`config.mk`:
```
export PLATFORM = sky130hd
export DESIGN_NAME = csd_sym_fir
export DESIGN_NICKNAME = d
export VERILOG_FILES = /design/src/rtl/csd_fir_pkg.sv /design/src/rtl/csd_shared_mult.sv /design/src/rtl/csd_tap_chain.sv /design/src/rtl/csd_sym_fir.sv
export SDC_FILE = /design/constraint.sdc
export NUM_CORES = 1
export LEC_CHECK = 0
export CORE_AREA = 10 10 230 232
export CTS_BUF_LIST = sky130_fd_sc_hd__clkbuf_4 sky130_fd_sc_hd__clkbuf_8
export CTS_CLUSTER_SIZE = 16
export DETAILED_ROUTE_END_ITERATION = 10
export DIE_AREA = 0 0 240 242
export GPL_TIMING_DRIVEN = 0
export HOLD_SLACK_MARGIN = 0.08
export PLACE_DENSITY = 0.76
export SLEW_MARGIN = 0
export SYNTH_ARGS = -nofsm -noshare
export SYNTH_HDL_FRONTEND = slang
export SYNTH_SLANG_ARGS = --single-unit
export TNS_END_PERCENT = 10
```
`constraint.sdc`:
```
create_clock -name clk -period 17.25 [get_ports clk]
set_input_delay 2.5875 -clock clk [delete_from_list [all_inputs] [get_ports clk]]
set_output_delay 2.5875 -clock clk [all_outputs]
set_load 0.02 [all_outputs]
```
`src/rtl/csd_fir_pkg.sv`:
```
package csd_fir_pkg;
  // Number of filter taps and distinct coefficient values
  localparam int TAPS      = 6;
  localparam int UNIQ      = TAPS / 2;
  // Fractional bits of the coefficient grid
  localparam int FRAC_BITS = 16;
  // Extra integer bits beyond the sample width: 16 fractional plus sum growth
  localparam int GROW_BITS = 19;
  // Scaled coefficients, used only by the embedded checks
  localparam longint C_OUTER  = 17235;
  localparam longint C_MIDDLE = 12619;
  localparam longint C_CENTRE = 14462;
endpackage

```
`src/rtl/csd_shared_mult.sv`:
```
module csd_shared_mult
  import csd_fir_pkg::*;
#(
  parameter int DATA_W = 16,
  parameter int ACC_W  = DATA_W + GROW_BITS
) (
  input  logic                     clk,
  input  logic                     rst,
  input  logic signed [DATA_W-1:0] x,
  output logic signed [ACC_W-1:0]  prod [0:UNIQ-1]
);
  logic signed [ACC_W-1:0] xw;
  logic signed [ACC_W-1:0] plus4;   // 4*(x + x/4)
  logic signed [ACC_W-1:0] minus4;  // 4*(x - x/4)

  assign xw     = ACC_W'(x);
  // stage 1: the two shared terms
  assign plus4  = (xw <<< 2) + xw;
  assign minus4 = (xw <<< 2) - xw;

  // outer taps: x/4 + m/64 + p/1024 + m/16384, all on the 2^-16 grid
  assign prod[0] = ((xw <<< 14) + (minus4 <<< 8)) + ((plus4 <<< 4) + minus4);
  // next pair: m/4 + p/256 + m/4096 - x/65536
  assign prod[1] = ((minus4 <<< 12) + (plus4 <<< 6)) + ((minus4 <<< 2) - xw);
  // centre pair: x/4 - x/32 + x/512 - x/32768
  assign prod[2] = ((xw <<< 14) - (xw <<< 11)) + ((xw <<< 7) - (xw <<< 1));

  // each shared product matches its scaled coefficient times the sample
  p_outer_coef_r2: assert property (@(posedge clk) disable iff (rst)
    longint'(prod[0]) == longint'(x) * C_OUTER);
  p_middle_coef_r2: assert property (@(posedge clk) disable iff (rst)
    longint'(prod[1]) == longint'(x) * C_MIDDLE);
  p_centre_coef_r2: assert property (@(posedge clk) disable iff (rst)
    longint'(prod[2]) == longint'(x) * C_CENTRE);
endmodule

```
`src/rtl/csd_tap_chain.sv`:
```
module csd_tap_chain
  import csd_fir_pkg::*;
#(
  parameter int ACC_W = 35
) (
  input  logic                    clk,
  input  logic                    rst,
  input  logic                    adv,
  input  logic signed [ACC_W-1:0] prod [0:UNIQ-1],
  output logic signed [ACC_W-1:0] head
);
  // stage k holds the partial sum for taps k..TAPS-1
  logic signed [ACC_W-1:0] st [1:TAPS-1];

  for (genvar k = 1; k < TAPS; k++) begin : g_stage
    localparam int MIRROR = TAPS - 1 - k;
    localparam int SEL    = (k < MIRROR) ? k : MIRROR;
    logic signed [ACC_W-1:0] nxt;
    if (k == TAPS - 1) begin : g_last
      assign nxt = prod[SEL];
    end else begin : g_mid
      assign nxt = prod[SEL] + st[k+1];
    end
    always_ff @(posedge clk) begin
      if (rst)      st[k] <= '0;
      else if (adv) st[k] <= nxt;
    end
  end

  assign head = st[1];

  // history holds whenever no sample is accepted
  p_hold_history_r7: assert property (@(posedge clk) disable iff (rst)
    !adv |=> $stable(head));
  // the chain is empty in the cycle right after reset
  p_clear_after_reset_r1: assert property (@(posedge clk)
    $fell(rst) |-> head == '0);
endmodule

```
`src/rtl/csd_sym_fir.sv`:
```
module csd_sym_fir
  import csd_fir_pkg::*;
#(
  parameter int DATA_W = 16,
  localparam int ACC_W = DATA_W + GROW_BITS
) (
  input  logic                     clk,
  input  logic                     rst,
  input  logic                     in_valid,
  output logic                     in_ready,
  input  logic signed [DATA_W-1:0] in_data,
  output logic                     out_valid,
  input  logic                     out_ready,
  output logic signed [ACC_W-1:0]  out_data
);
  logic signed [ACC_W-1:0] prod [0:UNIQ-1];
  logic signed [ACC_W-1:0] head;
  logic                    take;

  assign in_ready = !out_valid || out_ready;
  assign take     = in_valid && in_ready;

  csd_shared_mult #(.DATA_W(DATA_W), .ACC_W(ACC_W)) u_mult (
    .clk (clk),
    .rst (rst),
    .x   (in_data),
    .prod(prod)
  );

  csd_tap_chain #(.ACC_W(ACC_W)) u_chain (
    .clk (clk),
    .rst (rst),
    .adv (take),
    .prod(prod),
    .head(head)
  );

  always_ff @(posedge clk) begin
    if (rst) begin
      out_valid <= 1'b0;
      out_data  <= '0;
    end else if (take) begin
      out_valid <= 1'b1;
      out_data  <= prod[0] + head;
    end else if (out_ready) begin
      out_valid <= 1'b0;
    end
  end

  // a stalled result is held and input is refused
  p_stall_hold_r8: assert property (@(posedge clk) disable iff (rst)
    out_valid && !out_ready |=> out_valid && $stable(out_data));
  p_stall_block_r8: assert property (@(posedge clk) disable iff (rst)
    out_valid && !out_ready |-> !in_ready);
  // an accepted sample yields a result right after the edge
  p_result_follows_r6: assert property (@(posedge clk) disable iff (rst)
    in_valid && in_ready |=> out_valid);
  // with no pending result the block is open for input
  p_ready_when_empty_r9: assert property (@(posedge clk) disable iff (rst)
    !out_valid |-> in_ready);
endmodule

```
==> tab_implementation.tex <==
\begin{tabular}{lr}
\hline
Metric & Value \\
\hline
\multicolumn{2}{l}{\textbf{Outcome}} \\
Run status & complete, no violations \\
\multicolumn{2}{l}{\textbf{Setup path}} \\
Critical register-to-register path startpoint & u\_chain.st[0][141] \\
Data arrival at the endpoint of the critical path & 13.31 ns \\
Number of cell instances on the worst register-to-register path & 13 \\
Endpoint type of the worst setup path & register \\
Sort of element at the start of the critical path & primary input \\
Required time of the critical path & 17.67 ns \\
Slowest stage cell on the critical path & clkdlybuf4s50\_1 \\
R2R Path End & u\_chain.st[0][136] \\
Setup slack on the worst flop-to-flop path & 13.07 ns \\
Critical Path Most Common Cell & a21o\_1 \\
Top fanout value on the critical path & 16 \\
Slowest stage delay, CP & 1.19 ns \\
Type of the setup path with the least slack & primary input to register \\
\multicolumn{2}{l}{\textbf{Synth}} \\
Average cell area after synthesis & 8.76 sq um \\
Post-synth EDFFs & 175 \\
Register bit total from synthesis & 211 \\
Largest family of logic cells by synthesized area & compound AO/OA/AOI/OAI gates \\
Simple-Gate Fraction of Synth Area & 15.1\% \\
Compound-Gate Fraction of Synth Area & 23.6\% \\
Synthesized net count & 3,143 \\
Post-synth top cells & ha\_1 (361), nor2\_1 (286), a21oi\_1 (267) \\
Async set-reset flop share out of synthesis & 0\% \\
Top flip-flop cell by instance count after synthesis & edfxtp\_1 \\
Synthesized cell area & 23,900 sq um \\
Count of cell types in the netlist & 84 \\
Proportion of netlist area held by the largest area contributor & 22.0\% \\
Most repeated cell in the gate-level netlist after synthesis & ha\_1 \\
Biggest area contributors in the synthesized netlist & edfxtp\_1 (22\%), ha\_1 (19\%), xnor2\_1 (7.2\%), a21oi\_1 (5.6\%), nor2\_1 (4.5\%) \\
Cell type with the highest aggregate area in the netlist & edfxtp\_1 \\
Mux cell area share after synthesis & 0.0839\% \\
Share of the yosys chip area belonging to registers & 25.1\% \\
Cells after Synth & 2,723 \\
Area share of xor/xnor cells in the synthesized design & 11.2\% \\
Warning count from the yosys run & 0 \\
Adder-cell share of the synthesized area & 22.3\% \\
\multicolumn{2}{l}{\textbf{Detailed routing}} \\
Starting DRC count in detailed routing & 1,591 \\
Wirelength per Cell & 20.4 um \\
Vias per cell & 6.12 \\
Via total after detailed routing & 21,200 \\
Detailed Routing Iterations Pass 1 & 8 \\
Count of unresolved DRC violations after routing & 0 \\
Final wirelength & 70.5 mm \\
Detail Route Antenna Nets & 0 \\
\multicolumn{2}{l}{\textbf{Global routing}} \\
Aggregate global routing overflow & 0 \\
Vias in the first global route & 20,900 \\
GRT busiest layer & met2 \\
Met1 track utilization from global routing & 30.1\% \\
Met3 demand-to-capacity share in global routing & 2.78\% \\
Total routing resource utilization after global routing & 23.5\% \\
Routing usage on met2 & 39.9\% \\
Wire length of the first global-routing pass & 109 mm \\
Initial antenna violation count & 3 \\
Largest net degree at the start of global routing & 115 \\
\multicolumn{2}{l}{\textbf{Clock network}} \\
Max clock buf depth & 3 \\
Number of buffers inserted during clock tree synthesis & 35 \\
Insertion delay of the later-clocked pin in the worst-skew pair & 0.56 ns \\
Cts repair resizes & 0 \\
CTS H-tree lvls & 2 \\
Clock tree from TritonCTS & done \\
Post-CTS Setup Bufs & 0 \\
Clock-pin slew on the worst setup and hold paths & 0.06 ns \\
Hold-fix buffer count after cts & 0 \\
TritonCTS sink count & 211 \\
Root cell of the clock tree & clkbuf\_8 \\
\multicolumn{2}{l}{\textbf{Min path}} \\
Type of the tightest min-delay check & register to register \\
Min-Delay Endpoint & out\_data[18] \\
Worst Hold Path Cells & 2 \\
Worst min-delay path startpoint & out\_data[18] \\
\multicolumn{2}{l}{\textbf{Floorplan}} \\
Overall die area & 58,100 sq um \\
Vertical extent of the die & 242 um \\
Number of ports placed on the die boundary & 57 \\
Core region area & 48,400 sq um \\
Width of the die & 240 um \\
Row Count & 81 \\
Initial cell density of the core & 49.2\% \\
\multicolumn{2}{l}{\textbf{Job}} \\
Total of max-cap violations & 0 \\
\multicolumn{2}{l}{\textbf{STA}} \\
Aggregate negative setup slack & 0 ns \\
Relative slew margins & 10.6\% \\
Hold Vio Cnt, Final & 0 \\
Final critical path time including I/O delays and setup & 12.88 ns \\
Slew at the pin with the worst max-slew slack & 1.33 ns \\
Setup violators final & 0 \\
Setup repair after global routing missed its margin & false \\
Maximum frequency from static timing analysis & 77.6 MHz \\
Final number of max-transition violations & 0 \\
Maximum clock skew at final layout & 0.0220 ns \\
Final period util & 74.7\% \\
\multicolumn{2}{l}{\textbf{Placement}} \\
Count of input and output buffers & 56 \\
Weighted congestion at the end of routability-driven global placement & 1.01 \\
Placed wire-length estimate & 56.7 mm \\
\multicolumn{2}{l}{\textbf{Final layout}} \\
Layout-stage area growth over the synthesis result & 8.56\% \\
Final core occ & 53.5\% \\
Share of final-layout standard cells stronger than drive strength 1 & 3.56\% \\
Final \#Nets & 3,237 \\
\hline
\end{tabular}
==> state kept, by name, indices dropped and copies added (netlist names) <==
| register | count |
|---|---|
| out_data | 35 |
| out_valid | 1 |
| u_chain.st | 175 |
==> metal layers <==
metal	wire length, um	part of all wire [%]
met1	30300	43
met2	33100	47
met3	4670	6.6
met4	2370	3.4
met5	24	0.034
==> worst max-delay path by stage <==
stage                    start           end
floorplan           in_data[2]  out_data[33]
CTS                 in_data[0]  out_data[34]
global placement    in_data[0]  out_data[34]
finish              in_data[0]  out_data[33]
detailed placement  in_data[0]  out_data[34]
global route        in_data[0]  out_data[33]
==> cells by family (layout without fill, tap and decap cells) <==
| kind of cell | count (synthesis) | after routing |
|---|---|---|
| adder cells (fa/ha/maj) | 401 | 401 |
| AND/OR/NAND/NOR | 760 | 760 |
| XOR/XNOR | 305 | 305 |
| flip-flops | 211 | 211 |
| other | 0 | 2 |
| multiplexers | 2 | 2 |
| AO/OA/AOI/OAI | 868 | 868 |
| buffers and inverters | 176 | 290 |
==> through the flow <==
step / worst slack [ns] / area [sq um] / cells / hold slack, ns
floorplan: 7.40 / 23900 / 2723 / 0.497
global placement: 4.13 / 25200 / 3401 / 0.432
detailed placement: 4.02 / 25200 / 3402 / 0.441
CTS: 4.60 / 25900 / 3459 / 0.456
global route: 3.68 / 25900 / 3460 / 0.485
finish: 4.37 / 25900 / 3461 / 0.449
==> final cells by class <==
type	count	area, sq um
tap	622	778
multi-input combinational	2336	17200
inverter	131	499
timing repair buffer	57	588
clock buffer	49	599
clock inverter	8	63.8
fill	4313	22500
antenna	2	5.00
buffer	45	170
sequential	211	5980
==> worst max-delay path: cells and delay by family <==
| family | cells | cell delay, ns |
|---|---|---|
| AOI/OAI and AO/OA | 25 | 5.54 |
| and+or+nand+nor | 5 | 0.72 |
| xor gates and xnor gates | 3 | 1.18 |
| adders and majority gates | 4 | 1.51 |
| buffers and inverters | 3 | 1.75 |
==> placed cells by master, fill, tap and decap left out, drive strengths merged, types with 16 or more instances in the layout <==
cell type,n
nand4,20
a21oi,272
nor2,287
a211oi,22
inv,131
xnor2,195
a31oi,29
xor2,110
nand2,159
o21bai,55
edfxtp,175
nand2b,38
nor3,46
and2,53
and3,16
dfxtp,36
fa,39
nor2b,32
nand3,45
clkbuf,92
a21o,141
ha,361
o21ai,167
clkdlybuf4s50,56
o21a,36
Power is not shown: default switching activity piles up to over one toggle a cycle in this logic, so the estimate is an artifact.
